[src/rtl/sclk_pkg.sv]
package sclk_pkg;
  typedef struct packed {
    logic nextActive;
    logic nextBypass;
  } sclkStb_t;
endpackage

[src/rtl/sclk_ctrl.sv]
module sclk_ctrl
  import sclk_pkg::*;
#(
  parameter int PRE_W = 13,
  parameter int CNT_W = 6
) (
  input  logic             clk,
  input  logic             rst_n,
  input  logic             enable,
  input  logic             bypassSel,
  input  logic [PRE_W-1:0] preField,
  input  logic [CNT_W-1:0] cntField,
  input  logic [CNT_W-1:0] highField,
  output sclkStb_t         stb
);
  localparam logic [CNT_W-1:0] MIN_LAST = CNT_W'(1);

  logic             running, byV;
  logic [PRE_W-1:0] preV, preCnt;
  logic [CNT_W-1:0] nLast, hLast, subCnt;

  logic             tick, periodEnd, start;
  logic [CNT_W-1:0] capN, capH;
  logic             nRun, nBy;
  logic [PRE_W-1:0] nPreV, nPreCnt;
  logic [CNT_W-1:0] nNLast, nHLast, nSub;

  always_comb begin
    tick      = running && (preCnt == preV);
    periodEnd = tick && (subCnt == nLast);
    start     = enable && (!running || byV || periodEnd);
    capN      = (cntField < MIN_LAST) ? MIN_LAST : cntField;
    capH      = (highField >= capN) ? (capN - CNT_W'(1)) : highField;

    nRun    = running;
    nBy     = byV;
    nPreV   = preV;
    nNLast  = nLast;
    nHLast  = hLast;
    nSub    = subCnt;
    nPreCnt = preCnt;
    if (!enable) begin
      nRun    = 1'b0;
      nSub    = '0;
      nPreCnt = '0;
    end else if (start) begin
      nRun    = 1'b1;
      nBy     = bypassSel;
      nPreV   = preField;
      nNLast  = capN;
      nHLast  = capH;
      nSub    = '0;
      nPreCnt = '0;
    end else if (tick) begin
      nPreCnt = '0;
      nSub    = subCnt + CNT_W'(1);
    end else begin
      nPreCnt = preCnt + PRE_W'(1);
    end

    stb.nextActive = nRun && !nBy && (nSub <= nHLast);
    stb.nextBypass = nRun && nBy;
  end

  always_ff @(posedge clk or negedge rst_n) begin
    if (!rst_n) begin
      running <= 1'b0;
      byV     <= 1'b0;
      preV    <= '0;
      nLast   <= MIN_LAST;
      hLast   <= '0;
      subCnt  <= '0;
      preCnt  <= '0;
    end else begin
      running <= nRun;
      byV     <= nBy;
      preV    <= nPreV;
      nLast   <= nNLast;
      hLast   <= nHLast;
      subCnt  <= nSub;
      preCnt  <= nPreCnt;
    end
  end

  a_r3_pre_bound: assert property (@(posedge clk) disable iff (!rst_n)
    running |-> (preCnt <= preV));
  a_r3_sub_bound: assert property (@(posedge clk) disable iff (!rst_n)
    running |-> (subCnt <= nLast));
  a_r6_min_count: assert property (@(posedge clk) disable iff (!rst_n)
    (running && !byV) |-> (nLast >= MIN_LAST));
  a_r7_high_below: assert property (@(posedge clk) disable iff (!rst_n)
    (running && !byV) |-> (hLast < nLast));
  a_r5_hold_fields: assert property (@(posedge clk) disable iff (!rst_n)
    (running && enable && !byV && !periodEnd) |=>
      ($stable(preV) && $stable(nLast) && $stable(hLast)));
  a_r9_stop: assert property (@(posedge clk) disable iff (!rst_n)
    !enable |=> !running);
endmodule

[src/rtl/sclk_dp.sv]
module sclk_dp
  import sclk_pkg::*;
(
  input  logic     clk,
  input  logic     rst_n,
  input  logic     idlePol,
  input  sclkStb_t stb,
  output logic     sclk,
  output logic     sampleStb,
  output logic     launchStb
);
  logic activeQ, bypQ;

  always_ff @(posedge clk or negedge rst_n) begin
    if (!rst_n) begin
      activeQ   <= 1'b0;
      bypQ      <= 1'b0;
      sampleStb <= 1'b0;
      launchStb <= 1'b0;
    end else begin
      activeQ   <= stb.nextActive;
      bypQ      <= stb.nextBypass;
      sampleStb <= stb.nextBypass | (stb.nextActive & ~activeQ);
      launchStb <= stb.nextBypass | (~stb.nextActive & activeQ);
    end
  end

  assign sclk = bypQ ? (clk ^ idlePol) : (activeQ ^ idlePol);

  a_r4_strobe_excl: assert property (@(posedge clk) disable iff (!rst_n)
    !bypQ |-> !(sampleStb && launchStb));
  a_r4_sample_active: assert property (@(posedge clk) disable iff (!rst_n)
    (sampleStb && !bypQ) |-> activeQ);
  a_r4_launch_idle: assert property (@(posedge clk) disable iff (!rst_n)
    (launchStb && !bypQ) |-> !activeQ);
  a_r8_bypass_strobes: assert property (@(posedge clk) disable iff (!rst_n)
    bypQ |-> (sampleStb && launchStb && !activeQ));
endmodule

[src/rtl/sclk_gen.sv]
module sclk_gen
  import sclk_pkg::*;
#(
  parameter int PRE_W = 13,
  parameter int CNT_W = 6
) (
  input  logic             clk,
  input  logic             rst_n,
  input  logic             enable,
  input  logic             idlePol,
  input  logic             bypassSel,
  input  logic [PRE_W-1:0] preField,
  input  logic [CNT_W-1:0] cntField,
  input  logic [CNT_W-1:0] highField,
  output logic             sclk,
  output logic             sampleStb,
  output logic             launchStb
);
  sclkStb_t stb;

  sclk_ctrl #(.PRE_W(PRE_W), .CNT_W(CNT_W)) u_ctrl (
    .clk(clk), .rst_n(rst_n), .enable(enable), .bypassSel(bypassSel),
    .preField(preField), .cntField(cntField), .highField(highField),
    .stb(stb)
  );

  sclk_dp u_dp (
    .clk(clk), .rst_n(rst_n), .idlePol(idlePol), .stb(stb),
    .sclk(sclk), .sampleStb(sampleStb), .launchStb(launchStb)
  );
endmodule

[config.mk]
export PLATFORM = sky130hd
export DESIGN_NAME = sclk_gen
export DESIGN_NICKNAME = d
export VERILOG_FILES = /design/src/rtl/sclk_pkg.sv /design/src/rtl/sclk_ctrl.sv /design/src/rtl/sclk_dp.sv /design/src/rtl/sclk_gen.sv
export SDC_FILE = /design/constraint.sdc
export NUM_CORES = 1
export LEC_CHECK = 0
export ABC_CLOCK_PERIOD_IN_PS = 3400
export BUFFER_PORTS_ARGS = -buffer_cell sky130_fd_sc_hd__buf_4
export CAP_MARGIN = 15
export CORE_MARGIN = 2
export CORE_UTILIZATION = 58
export DETAILED_ROUTE_END_ITERATION = 7
export GPL_TIMING_DRIVEN = 0
export PLACE_DENSITY = 0.89
export SLEW_MARGIN = 20
export SYNTH_ARGS = -nofsm -noshare
export SYNTH_HDL_FRONTEND = slang
export SYNTH_SLANG_ARGS = --single-unit
export TNS_END_PERCENT = 20
[constraint.sdc]
create_clock -name clk -period 3.4 [get_ports clk]
set_clock_uncertainty 0.1 [all_clocks]
set_input_delay 0.34 -clock clk [delete_from_list [all_inputs] [get_ports clk]]
set_output_delay 0.34 -clock clk [all_outputs]
set_load 0.005 [all_outputs]
==> summary.md <==
| Metric | Value |
|---|---|
| Status | `finished clean` |
| I/O Pins | `33` |
| Std-Cell Core Area | `4444 um2` |
| Area growth from synthesis to layout | `23.63%` |
| Nets | `roughly 350` |
| Antenna-violating nets left | `0` |
| I/O Buffers | `32` |
| Max_slew headroom | `between 50% and 60%` |
| WL met3 | `approximately 330 um` |
| Share of layout cells above drive strength 1 | `34.10%` |
| WL final | `5896 um` |
| Width of the die | `72.64 um` |
| Die height | `~73 um` |
| Crit Path Category | `flip-flop to flip-flop` |
| Critical Path End Type | `flip-flop` |
| Synth Flop Type | `dfrtp_1` |
| Vias in the first global route | `approximately 2000` |
| Mapped Cells | `251` |
| Met2 routed WL | `2766 um` |
| Register area share after synthesis | `45.83%` |
| Pwr Total | `1594 uW` |
| Hpwl dp | `3874 um` |
| 1st-pass router iterations | `4` |
| Worst slack at placement | `-422.1 ps` |
| Critical path startpoint category | `flip-flop` |
| Fin crit share | `96.50%` |
| Min Clock Period, post-route | `3281 ps` |
| Final Max Tran Viols | `0` |
| GRT Overall Usage | `23.68%` |
| Unique masters post-synth | `36` |
| Top sig layer | `met4` |
| Register bit total from synthesis | `50` |
| CP Cell Sequence | `xnor2_1 -> nand4_1 -> nor4_4 -> a32o_1 -> buf_4 -> mux2_2 -> ha_1 -> nor2b_1 -> o21a_1 -> o211ai_1 -> a22oi_2 -> o22ai_1` |
| DRC Markers | `0` |
| Final setup viols | `0` |
| Post-synth ARST share | `100.0%` |
| Final setup margin | `118.9 ps` |
| Vias per cell | `5.882` |
| Initial antenna violation count | `0` |
| Crit Path Max Fanout | `10` |
| Pwr per Cell Area | `471.7 nW/um2` |
| Clk_lat worst skew | `410 ps` |
| Routed length per instance | `approximately 17 um` |
| GP Congestion | `0.8952` |
| Remaining global-route overflow | `0` |
| Peak VDD IR | `between 0.2 and 0.25 mV` |
| Leading cell type in the layout, fill and taps excluded | `dfrtp_1` |
| Vias | `2100` |
| Global-route wire length before repair | `between 9000 and 10000 um` |
| Synth warn | `0` |
| Clock transition at the registers of the reported paths | `90 ps` |
| CP startpoint | `u_ctrl.preCnt[6]` |
| Worst slew pin tran | `just over 600 ps` |
| Mapped Area | `2733 um2` |
| Finished Core Util | `between 70 and 80%` |
| Metal-1 WL | `2611 um` |
| Critical path arrival | `around 3500 ps` |
| Detailed router's first-iteration violation count | `about 190` |
| Row count | `24` |
| Die area | `5277 um2` |
| Delay of the slowest cell on the worst path | `450 ps` |
| Post-synth EDFFs | `0` |
| # Max-Cap Violations | `0` |
| Endpoints failing hold | `0` |
| Most frequent cells in the layout | `dfrtp_1, buf_4, mux2_2` |
| FF-to-FF Start | `u_ctrl.preCnt[6]` |
| Mapped Nets | `296` |
| Syn_area_per_cell | `10.89 um2` |
| CTS tree | `yes` |
| Pin count of the biggest net entering global routing | `51` |
| Req. time, crit path | `3580 ps` |
| Hold Startpoint | `bypassSel` |
| Peak clock frequency supported by timing | `just over 0.3 GHz` |
| Inserted Diodes | `0` |
| Pleak | `0.001510 uW` |
| Slowest CP cell | `dfrtp_2` |
| Hold Path Class | `input port to flip-flop` |
| Initial Util | `61.49%` |
Yosys cell counts, types with 8 or more instances:
cell | n | area, um2
ha_1 | 15 | 187.7
xnor2_1 | 19 | 166.4
xor2_1 | 15 | 131.4
nor2_1 | 22 | 82.58
nand3_1 | 8 | 40.04
mux2i_1 | 8 | 80.08
dfrtp_1 | 49 | 1226
inv_1 | 12 | 45.04
a21oi_1 | 10 | 50.05
mux2_2 | 29 | 326.6
nand2_1 | 14 | 52.55
stage by stage:
step | cells | cell area (um2) | setup TNS (ps) | hold WS (ps)
5_1_grt | 357 | 3378 | -99.16 | 22.35
3_3_place_gp | 335 | 3038 | -1025 | 292.4
2_1_floorplan | 251 | 2733 | 0 | -55.59
4_1_cts | 347 | 3237 | 0 | 13.19
6_report | 357 | 3378 | 0 | 18.84
3_5_place_dp | 335 | 3038 | -1153 | 300.7
timing repair:
action                     CTS  global route
setup endpoints to repair    3             3
hold endpoints to repair    49             0
hold buffers                 1             0
resized for setup            1            17
pin swaps                    0             8
setup buffers                0            10
metal layers:
metal | vias up | track usage, %
li1 | 978 | -
met1 | 1027 | 31.04
met2 | 77 | 34.65
met3 | 18 | 8.978
met4 | 0 | 11.52
met5 | - | 0
path summary, 6_finish.rpt:
check	to	slack, ps	cells after the start
min in group asynchronous	u_dp.bypQ	380	2
worst min-delay path	u_dp.activeQ	20	2
max in group asynchronous	u_ctrl.preCnt[0]	2370	2
worst max-delay path	u_dp.sampleStb	120	12
worst min register to register	u_ctrl.hLast[3]	410	1
worst max register to register	u_dp.sampleStb	120	12
logic make-up after synthesis:
logic type	share of synthesized area, %
AND/OR/NAND/NOR	11.91
flip-flops	45.83
multiplexers	14.88
XOR/XNOR	10.90
AO/OA/AOI/OAI	6.639
buffers and inverters	2.976
adder cells (fa/ha/maj)	6.868
flip-flops by register name (all words and copies together), names as in the netlist:
| register | flops |
|---|---|
| u_ctrl.nLast | 6 |
| u_dp.activeQ | 1 |
| u_ctrl.preCnt | 13 |
| u_ctrl.preV | 13 |
| u_ctrl.running | 1 |
| u_ctrl.subCnt | 6 |
| u_dp.sampleStb | 1 |
| u_dp.bypQ | 1 |
| u_dp.launchStb | 1 |
| u_ctrl.hLast | 6 |
| u_ctrl.byV | 1 |
cell type report:
cell class                 instances  area (um2)
multi-input combinational        182        1463
timing repair buffer              42       317.8
clock buffer                      10       131.4
buffer                             7       38.79
tap                               52       65.06
fill                             278        1066
inverter                          12       45.04
sequential                        50        1257
clock inverter                     2       60.06
power breakdown:
group | switching (uW) | total, uW | leakage, uW | internal (uW)
logic | 130 | 284 | 0.000783 | 154
registers | 40.2 | 699 | 0.000624 | 659
clock network | 212 | 610 | 0.000103 | 398
worst max-delay path: cells and delay by family, from the launching register on:
kind | cells | cell delay [ps]
xor gates and xnor gates | 1 | 180
DFF | 1 | 450
buffers and inverters | 1 | 220
AOI/OAI and AO/OA | 5 | 880
adders and majority gates | 1 | 180
and+or+nand+nor | 3 | 740
muxes | 1 | 380
Note: power is estimated with default switching activity, not from simulation.
